--- config.mk ---
export PLATFORM = sky130hd
export DESIGN_NAME = prng8_multi_init
export DESIGN_NICKNAME = d
export VERILOG_FILES = /design/src/rtl/prng_pkg.sv /design/src/rtl/prng_fill_ctrl.sv /design/src/rtl/prng_act_sel.sv /design/src/rtl/prng_shift_state.sv /design/src/rtl/prng8_multi_init.sv
export SDC_FILE = /design/constraint.sdc
export NUM_CORES = 1
export LEC_CHECK = 0
export BUFFER_PORTS_ARGS = -buffer_cell sky130_fd_sc_hd__clkbuf_2
export CAP_MARGIN = 40
export CORE_AREA = 4 4 41 43
export DETAILED_ROUTE_END_ITERATION = 16
export DIE_AREA = 0 0 45 47
export GPL_ROUTABILITY_DRIVEN = 0
export HOLD_SLACK_MARGIN = 0.06
export PLACE_DENSITY = 0.68
export SYNTH_ARGS = -nofsm -noshare
export SYNTH_HDL_FRONTEND = slang
export SYNTH_SLANG_ARGS = --single-unit
--- constraint.sdc ---
create_clock -name clk -period 5.15 [get_ports clk]
set_input_delay 0.7725 -clock clk [delete_from_list [all_inputs] [get_ports clk]]
set_output_delay 0.7725 -clock clk [all_outputs]
set_load 0.02 [all_outputs]
--- src/rtl/prng_pkg.sv ---
package prng_pkg;

    // Per-cycle update applied to the state register
    typedef enum logic [1:0] {
        ACT_HOLD = 2'd0,
        ACT_FILL = 2'd1,
        ACT_SEED = 2'd2,
        ACT_STEP = 2'd3
    } prng_act_e;

    // Default taps for an 8-bit maximal sequence: bits 7,5,4,3
    localparam logic [7:0] PRNG_TAPS_DEFAULT = 8'hB8;

    // Feedback bit: parity of the tapped state bits
    function automatic logic fb_parity(input logic [63:0] state, input logic [63:0] taps);
        return ^(state & taps);
    endfunction

endpackage

--- src/rtl/prng_fill_ctrl.sv ---
module prng_fill_ctrl #(
    parameter int STATE_W = 8
) (
    input  logic clk,
    input  logic rst,
    input  logic fill_mode,
    output logic filling,
    output logic ready
);
    localparam int CNT_W = $clog2(STATE_W + 1);

    logic [CNT_W-1:0] fill_cnt;

    always_ff @(posedge clk) begin
        if (rst) begin
            fill_cnt <= fill_mode ? CNT_W'(STATE_W) : '0;
        end else if (fill_cnt != '0) begin
            fill_cnt <= fill_cnt - 1'b1;
        end
    end

    assign filling = (fill_cnt != '0);
    assign ready   = ~filling;

    // once ready, stays ready until reset
    a_r4_ready_sticky: assert property (@(posedge clk) disable iff (rst)
        ready |=> ready);

    // the fill never lasts longer than the state width
    logic [CNT_W:0] fill_len;
    always_ff @(posedge clk) begin
        if (rst)          fill_len <= '0;
        else if (filling) fill_len <= fill_len + 1'b1;
    end
    a_r4_fill_bounded: assert property (@(posedge clk) disable iff (rst)
        fill_len <= (CNT_W+1)'(STATE_W));

endmodule

--- src/rtl/prng_act_sel.sv ---
module prng_act_sel
    import prng_pkg::*;
(
    input  logic      filling,
    input  logic      en,
    input  logic      seed_load,
    output prng_act_e act
);
    // Priority: fill, then seed load, then step
    always_comb begin
        if (filling)        act = ACT_FILL;
        else if (seed_load) act = ACT_SEED;
        else if (en)        act = ACT_STEP;
        else                act = ACT_HOLD;
    end

    a_r8_seed_over_step: assert final (!(seed_load && !filling) || act == ACT_SEED);

endmodule

--- src/rtl/prng_shift_state.sv ---
module prng_shift_state
    import prng_pkg::*;
#(
    parameter int                 STATE_W = 8,
    parameter logic [STATE_W-1:0] TAPS    = STATE_W'(PRNG_TAPS_DEFAULT)
) (
    input  logic               clk,
    input  logic               rst,
    input  logic               preset_ones,
    input  prng_act_e          act,
    input  logic               seed_bit,
    output logic [STATE_W-1:0] q
);
    logic fb;
    assign fb = fb_parity(64'(q), 64'(TAPS));

    always_ff @(posedge clk) begin
        if (rst) begin
            q <= preset_ones ? '1 : '0;
        end else begin
            unique case (act)
                ACT_FILL: q <= {q[STATE_W-2:0], 1'b1};
                ACT_SEED: q <= {q[STATE_W-2:0], seed_bit};
                ACT_STEP: q <= {q[STATE_W-2:0], fb};
                default:  q <= q;
            endcase
        end
    end

    // fill shifts a one into the low end
    a_r3_fill_shift: assert property (@(posedge clk) disable iff (rst)
        act == ACT_FILL |=> q == {$past(q[STATE_W-2:0]), 1'b1});

    // seed load bypasses feedback
    a_r8_seed_shift: assert property (@(posedge clk) disable iff (rst)
        act == ACT_SEED |=> q == {$past(q[STATE_W-2:0]), $past(seed_bit)});

    // hold keeps the state
    a_r7_hold: assert property (@(posedge clk) disable iff (rst)
        act == ACT_HOLD |=> $stable(q));

endmodule

--- src/rtl/prng8_multi_init.sv ---
module prng8_multi_init
    import prng_pkg::*;
#(
    parameter int                 STATE_W = 8,
    parameter logic [STATE_W-1:0] TAPS    = STATE_W'(PRNG_TAPS_DEFAULT)
) (
    input  logic               clk,
    input  logic               rst,
    input  logic               fill_mode,
    input  logic               en,
    input  logic               seed_load,
    input  logic               seed_bit,
    output logic [STATE_W-1:0] rnd_out,
    output logic               ready
);
    logic      filling;
    prng_act_e act;

    prng_fill_ctrl #(.STATE_W(STATE_W)) u_fill (
        .clk       (clk),
        .rst       (rst),
        .fill_mode (fill_mode),
        .filling   (filling),
        .ready     (ready)
    );

    prng_act_sel u_sel (
        .filling   (filling),
        .en        (en),
        .seed_load (seed_load),
        .act       (act)
    );

    prng_shift_state #(.STATE_W(STATE_W), .TAPS(TAPS)) u_state (
        .clk         (clk),
        .rst         (rst),
        .preset_ones (~fill_mode),
        .act         (act),
        .seed_bit    (seed_bit),
        .q           (rnd_out)
    );

    // parallel preset loads all ones and is ready at once
    a_r2_preset: assert property (@(posedge clk)
        (rst && !fill_mode) |=> (rnd_out == '1) && ready);

    // serial-fill reset clears the state and drops ready
    a_r3_fill_clear: assert property (@(posedge clk)
        (rst && fill_mode) |=> (rnd_out == '0) && !ready);

    // a non-zero state never steps to zero
    a_r5_no_lockup: assert property (@(posedge clk) disable iff (rst)
        (ready && en && !seed_load && rnd_out != '0) |=> rnd_out != '0);

endmodule

# Word level (Yosys, flattened, before mapping)

Cells that the tools add are included.

Reduce and logical (&&, ||, !) cells: 4
Equality and inequality tests: 3
Add/subtract/negate cells: 1
Multiplexer cells: 9
Bitwise logic cells: 1

Operator list:

| kind                | number |
|---|---|
| $reduce_xor 64->1   | 1 |
| $pmux 8 s3          | 1 |
| $mux 8              | 2 |
| $mux 4              | 3 |
| $reduce_bool 4->1   | 2 |
| $mux 2              | 3 |
| $eq 2x2->1 const B  | 2 |
| $sub 4x1->4 const B | 1 |
| $eq 2x1->1 const B  | 1 |
| $reduce_bool 2->1   | 1 |
| $not 1->1           | 1 |

Input bits: 6
Register bits after elaboration: 12
Word-level logic and storage cells: 20
Output and inout bits: 9

# Depth between registers and ports, before layout

Depth in word-level cells: 6
Gate-level depth with buffers: 5
Mapped depth without buffers: 5

# Cells and area by module

Synthesis repeated with hierarchy kept, for this count alone.

Cells, all modules: 60
Area, all modules: 655.6 um2

By module, submodules not included:

| module           | area each (um2) | instances | cells each | seq. area each (um2) |
|---|---|---|---|---|
| prng_shift_state | 425.4           | 1         | 37         | 240.2 |
| prng_fill_ctrl   | 207.7           | 1         | 18         | 120.1 |
| prng_act_sel     | 18.8            | 1         | 4          | 0.0 |
| prng8_multi_init | 3.8             | 1         | 1          | 0.0 |

# Least setup slack after synthesis

No wires, ideal clock.

Kind: input port to flip-flop
From: input port rst
To: register u_state.q[0] (enable)
Library setup time: 0.294 ns
Cell stages on the path: 2
Arrival time: 1.790 ns
Required time: 4.856 ns
Path slack: 3.066 ns
Path buffers: 0
Cell sequence: or4b_4 > or3_1

Longest elaborated chain between the ends: 1

RTL lines:

| item                        | RTL line               | RTL |
|---|---|---|
| start: declaration          | prng8_multi_init.sv:8  | `input logic rst,` |
| $reduce_bool 4->1 (no line) | n/a                    |  |
| end signal: assignment      | prng_shift_state.sv:19 | `q <= preset_ones ? '1 : '0;` |
| end signal: assignment      | prng_shift_state.sv:22 | `ACT_FILL: q <= {q[STATE_W-2:0], 1'b1};` |
| end signal: assignment      | prng_shift_state.sv:23 | `ACT_SEED: q <= {q[STATE_W-2:0], seed_bit};` |
| end: declaration            | prng_shift_state.sv:12 | `output logic [STATE_W-1:0] q` |

No other way between the ends.
A chain may end at the register's enable or synchronous reset.

# Worst setup path in the final report

From: input port rst
To: register u_state.q[3] (enable)

Same word-level chain as after synthesis.

==> flow_metrics.py <==
metrics = {
    "synth": {
        "syn_area_per_cell_um2": 12.9,
        "ys_seq_elements": 12,
        "netlist.area_leader.share": 0.621,
        "netlist_instances": 45,
        "synth_cell_types": 16,
        "syn_nets": 53,
        "synth_compound_area_frac": 0.112,
        "yosys.area_share.simple": 0.116,
        "synth_top_family_by_area": "simple AND/OR/NAND/NOR gates",
        "synth.cell_area_um2": 581,
        "synth.area.mux_share": 0,
        "synth_top_cells_by_area": "edfxtp_1, o21a_1, xor2_1, ha_1, xnor2_1",
        "synth_xor_area_frac": 0.0754,
        "synth_area_leader_cell": "edfxtp_1",
        "yosysSeqAreaShare": 0.621,
        "yosys_warnings": 0,
        "synthAdderAreaFrac": 0.0431,
    },
    "cts": {
        "insertion_delay_ns": 0.26,
        "ctsResizeCount": 0,
        "postCtsHoldBufs": 0,
        "cts_buffers": 3,
        "root_buffer": "clkbuf_4",
        "path_clk_slew_ns": 0.07,
        "cts_max_path_buffers": 2,
        "cts_sinks": 12,
        "postCtsSetupBuffers": 0,
        "htreeDepth": 1,
        "cts_tree": "done",
    },
    "global_routing": {
        "grt_usage": 0.112,
        "first_global_vias": 364,
        "overflow": 0,
        "antenna_found_initial": 0,
        "grt_pass1_wl_um": 1580,
        "grt_max_degree": 15,
    },
    "drt": {
        "avgViaCountPerCell": 4.93,
        "routedWlPerCell_um": 12.5,
        "wl_um": 951,
        "dr.first_iter.drc_count": 11,
        "first_pass_iters": 2,
        "ant_nets": 0,
        "vias": 375,
        "route.detailed.drc": 0,
    },
    "floorplan": {
        "row_count": 13,
        "dieArea_um2": 2120,
        "ios": 15,
        "die_h_um": 47,
        "fp.dieW_um": 45,
        "fp.coreArea_um2": 1300,
        "start_util": 0.446,
    },
    "layout": {
        "fill_cells": 121,
        "final_layout_size_suffix_gt1_frac": 0.295,
        "seq_area_um2": 360,
        "syn_to_final_growth_pct": 18.5,
        "multi_input_area_um2": 201,
        "antenna_cells": 0,
        "nets": 71,
        "fin_util": 0.529,
    },
    "timing": {
        "layout_min_cycle_time_ns": 2.13,
        "max_slew.worst_pin.slew_ns": 0.348,
        "setup_viol": 0,
        "fmax_mhz": 469,
        "finalClockSkew_ns": 0.00349,
        "fin_crit_sh": 0.414,
        "finalHoldViolations": 0,
        "fin_ws_ns": 3.02,
        "holdWs_ns": 0.551,
        "finalMaxSlewViolations": 0,
        "slew-limit-headroom": 0.768,
        "setup-tns-final_ns": 0,
        "rsz0062_at_grt": "no",
    },
    "worst_setup_path": {
        "crit_required_ns": 5.12,
        "critPathSlowestCell": "or4b_4",
        "cp_cell_sequence": "clkbuf_2 > or4b_4 > or3_1",
        "crit_path_start_kind": "input port",
        "worstSetupPathType": "in -> reg",
        "reg2reg_slack_ns": 3.15,
        "rr_startpoint": "u_fill.fill_cnt[0]",
        "reg2regPathDepth": 4,
        "r2r_end": "u_state.q[3]",
        "crit_arrival_ns": 2.10,
        "cp_slowest_stage_delay_ns": 0.63,
        "end_kind": "flip-flop",
        "worstPathMaxFanout": 14,
    },
    "pwr": {
        "p_leak_nw": 0.283,
        "powerDensity_nw_per_um2": 436,
        "p_total_uw": 300,
        "peakVddDrop_mv": 0.210,
    },
    "placed_design": {
        "port_buffers": 14,
        "pre_cts_slack_ns": 2.74,
        "hpwl_um": 727,
    },
    "worst_hold_path": {
        "min_path_cells": 1,
        "worstHoldEndpoint": "u_state.q[3]",
        "hold_path.class": "reg -> reg",
        "hold_start": "u_state.q[2]",
    },
    "status": {
        "status": "finished clean",
    },
    "flow_run": {
        "maxCapViolCount": 0,
    },
}
## cell families after synthesis
group | Yosys count
buffers and inverters | 5
and+or+nand+nor | 11
xor gates and xnor gates | 5
adders and majority gates | 2
DFF | 12
AOI/OAI and AO/OA | 10
## cell usage after synthesis, drive strengths merged
cell,number
edfxtp,12
a21oi,1
or3,1
nand2b,2
xnor2,2
nand2,1
o21a,6
or4b,1
xor2,3
nor3,1
nor2,3
nor3b,2
inv,4
clkbuf,1
o21ai,3
ha,2
## worst max-delay path, delay by kind of cell
kind,cells,cell delay (ns)
buf+inv,1,0.19
simple gates,2,1.13
## flip-flops by register name, summed over array words and instances, names as in the netlist
| signal | flops |
|---|---|
| u_state.q | 8 |
| u_fill.fill_cnt | 4 |
## cell type report
| cell class | count | area share |
|---|---|---|
| clock buffer | 3 | 0.0327 |
| inverter | 4 | 0.0218 |
| multi-input combinational | 28 | 0.293 |
| sequential | 12 | 0.524 |
| tap | 15 | 0.0273 |
| timing repair buffer | 14 | 0.102 |
## routing by layer
| metal | GRT usage | wire (um) | vias up |
|---|---|---|---|
| met3 | 0.0268 | 57 | 2 |
| met2 | 0.155 | 404 | 8 |
| met4 | 0.105 | 15 | 0 |
| met1 | 0.141 | 473 | 173 |
| met5 | 0 | 0 | - |
| li1 | - | - | 192 |
## cell usage in the layout (no fill, tap or decap), drive strengths merged
master  count
or4b        1
nand2       1
nor3        1
ha          2
o21a        6
nand2b      2
a21oi       1
xnor2       2
nor2        3
edfxtp     12
clkbuf     17
o21ai       3
inv         4
xor2        3
nor3b       2
or3         1
## worst max-delay path by stage
stage,cells past startpoint,endpoint,slack [ns],start
global route,4,ready,2.93,u_fill.fill_cnt[0]
finish,3,u_state.q[3],3.02,rst
CTS,3,u_state.q[3],3.02,rst
detailed placement,3,u_state.q[7],2.74,rst
floorplan,2,u_state.q[0],3.07,rst
global placement,3,u_state.q[4],2.76,rst
## report_power, final
part | switching (mW) | leakage, nW | internal [mW]
clock network | 0.0288 | 0.0138 | 0.0270
logic | 0.0505 | 0.144 | 0.0398
registers | 0.0169 | 0.125 | 0.137
total | 0.0962 | 0.283 | 0.204
## metrics by stage
stage | area [um2] | std cells
4_1_cts | 688 | 76
5_1_grt | 688 | 76
6_report | 688 | 76
2_1_floorplan | 581 | 45
3_3_place_gp | 666 | 73
3_5_place_dp | 666 | 73
Power figures use the tool's default switching activity.
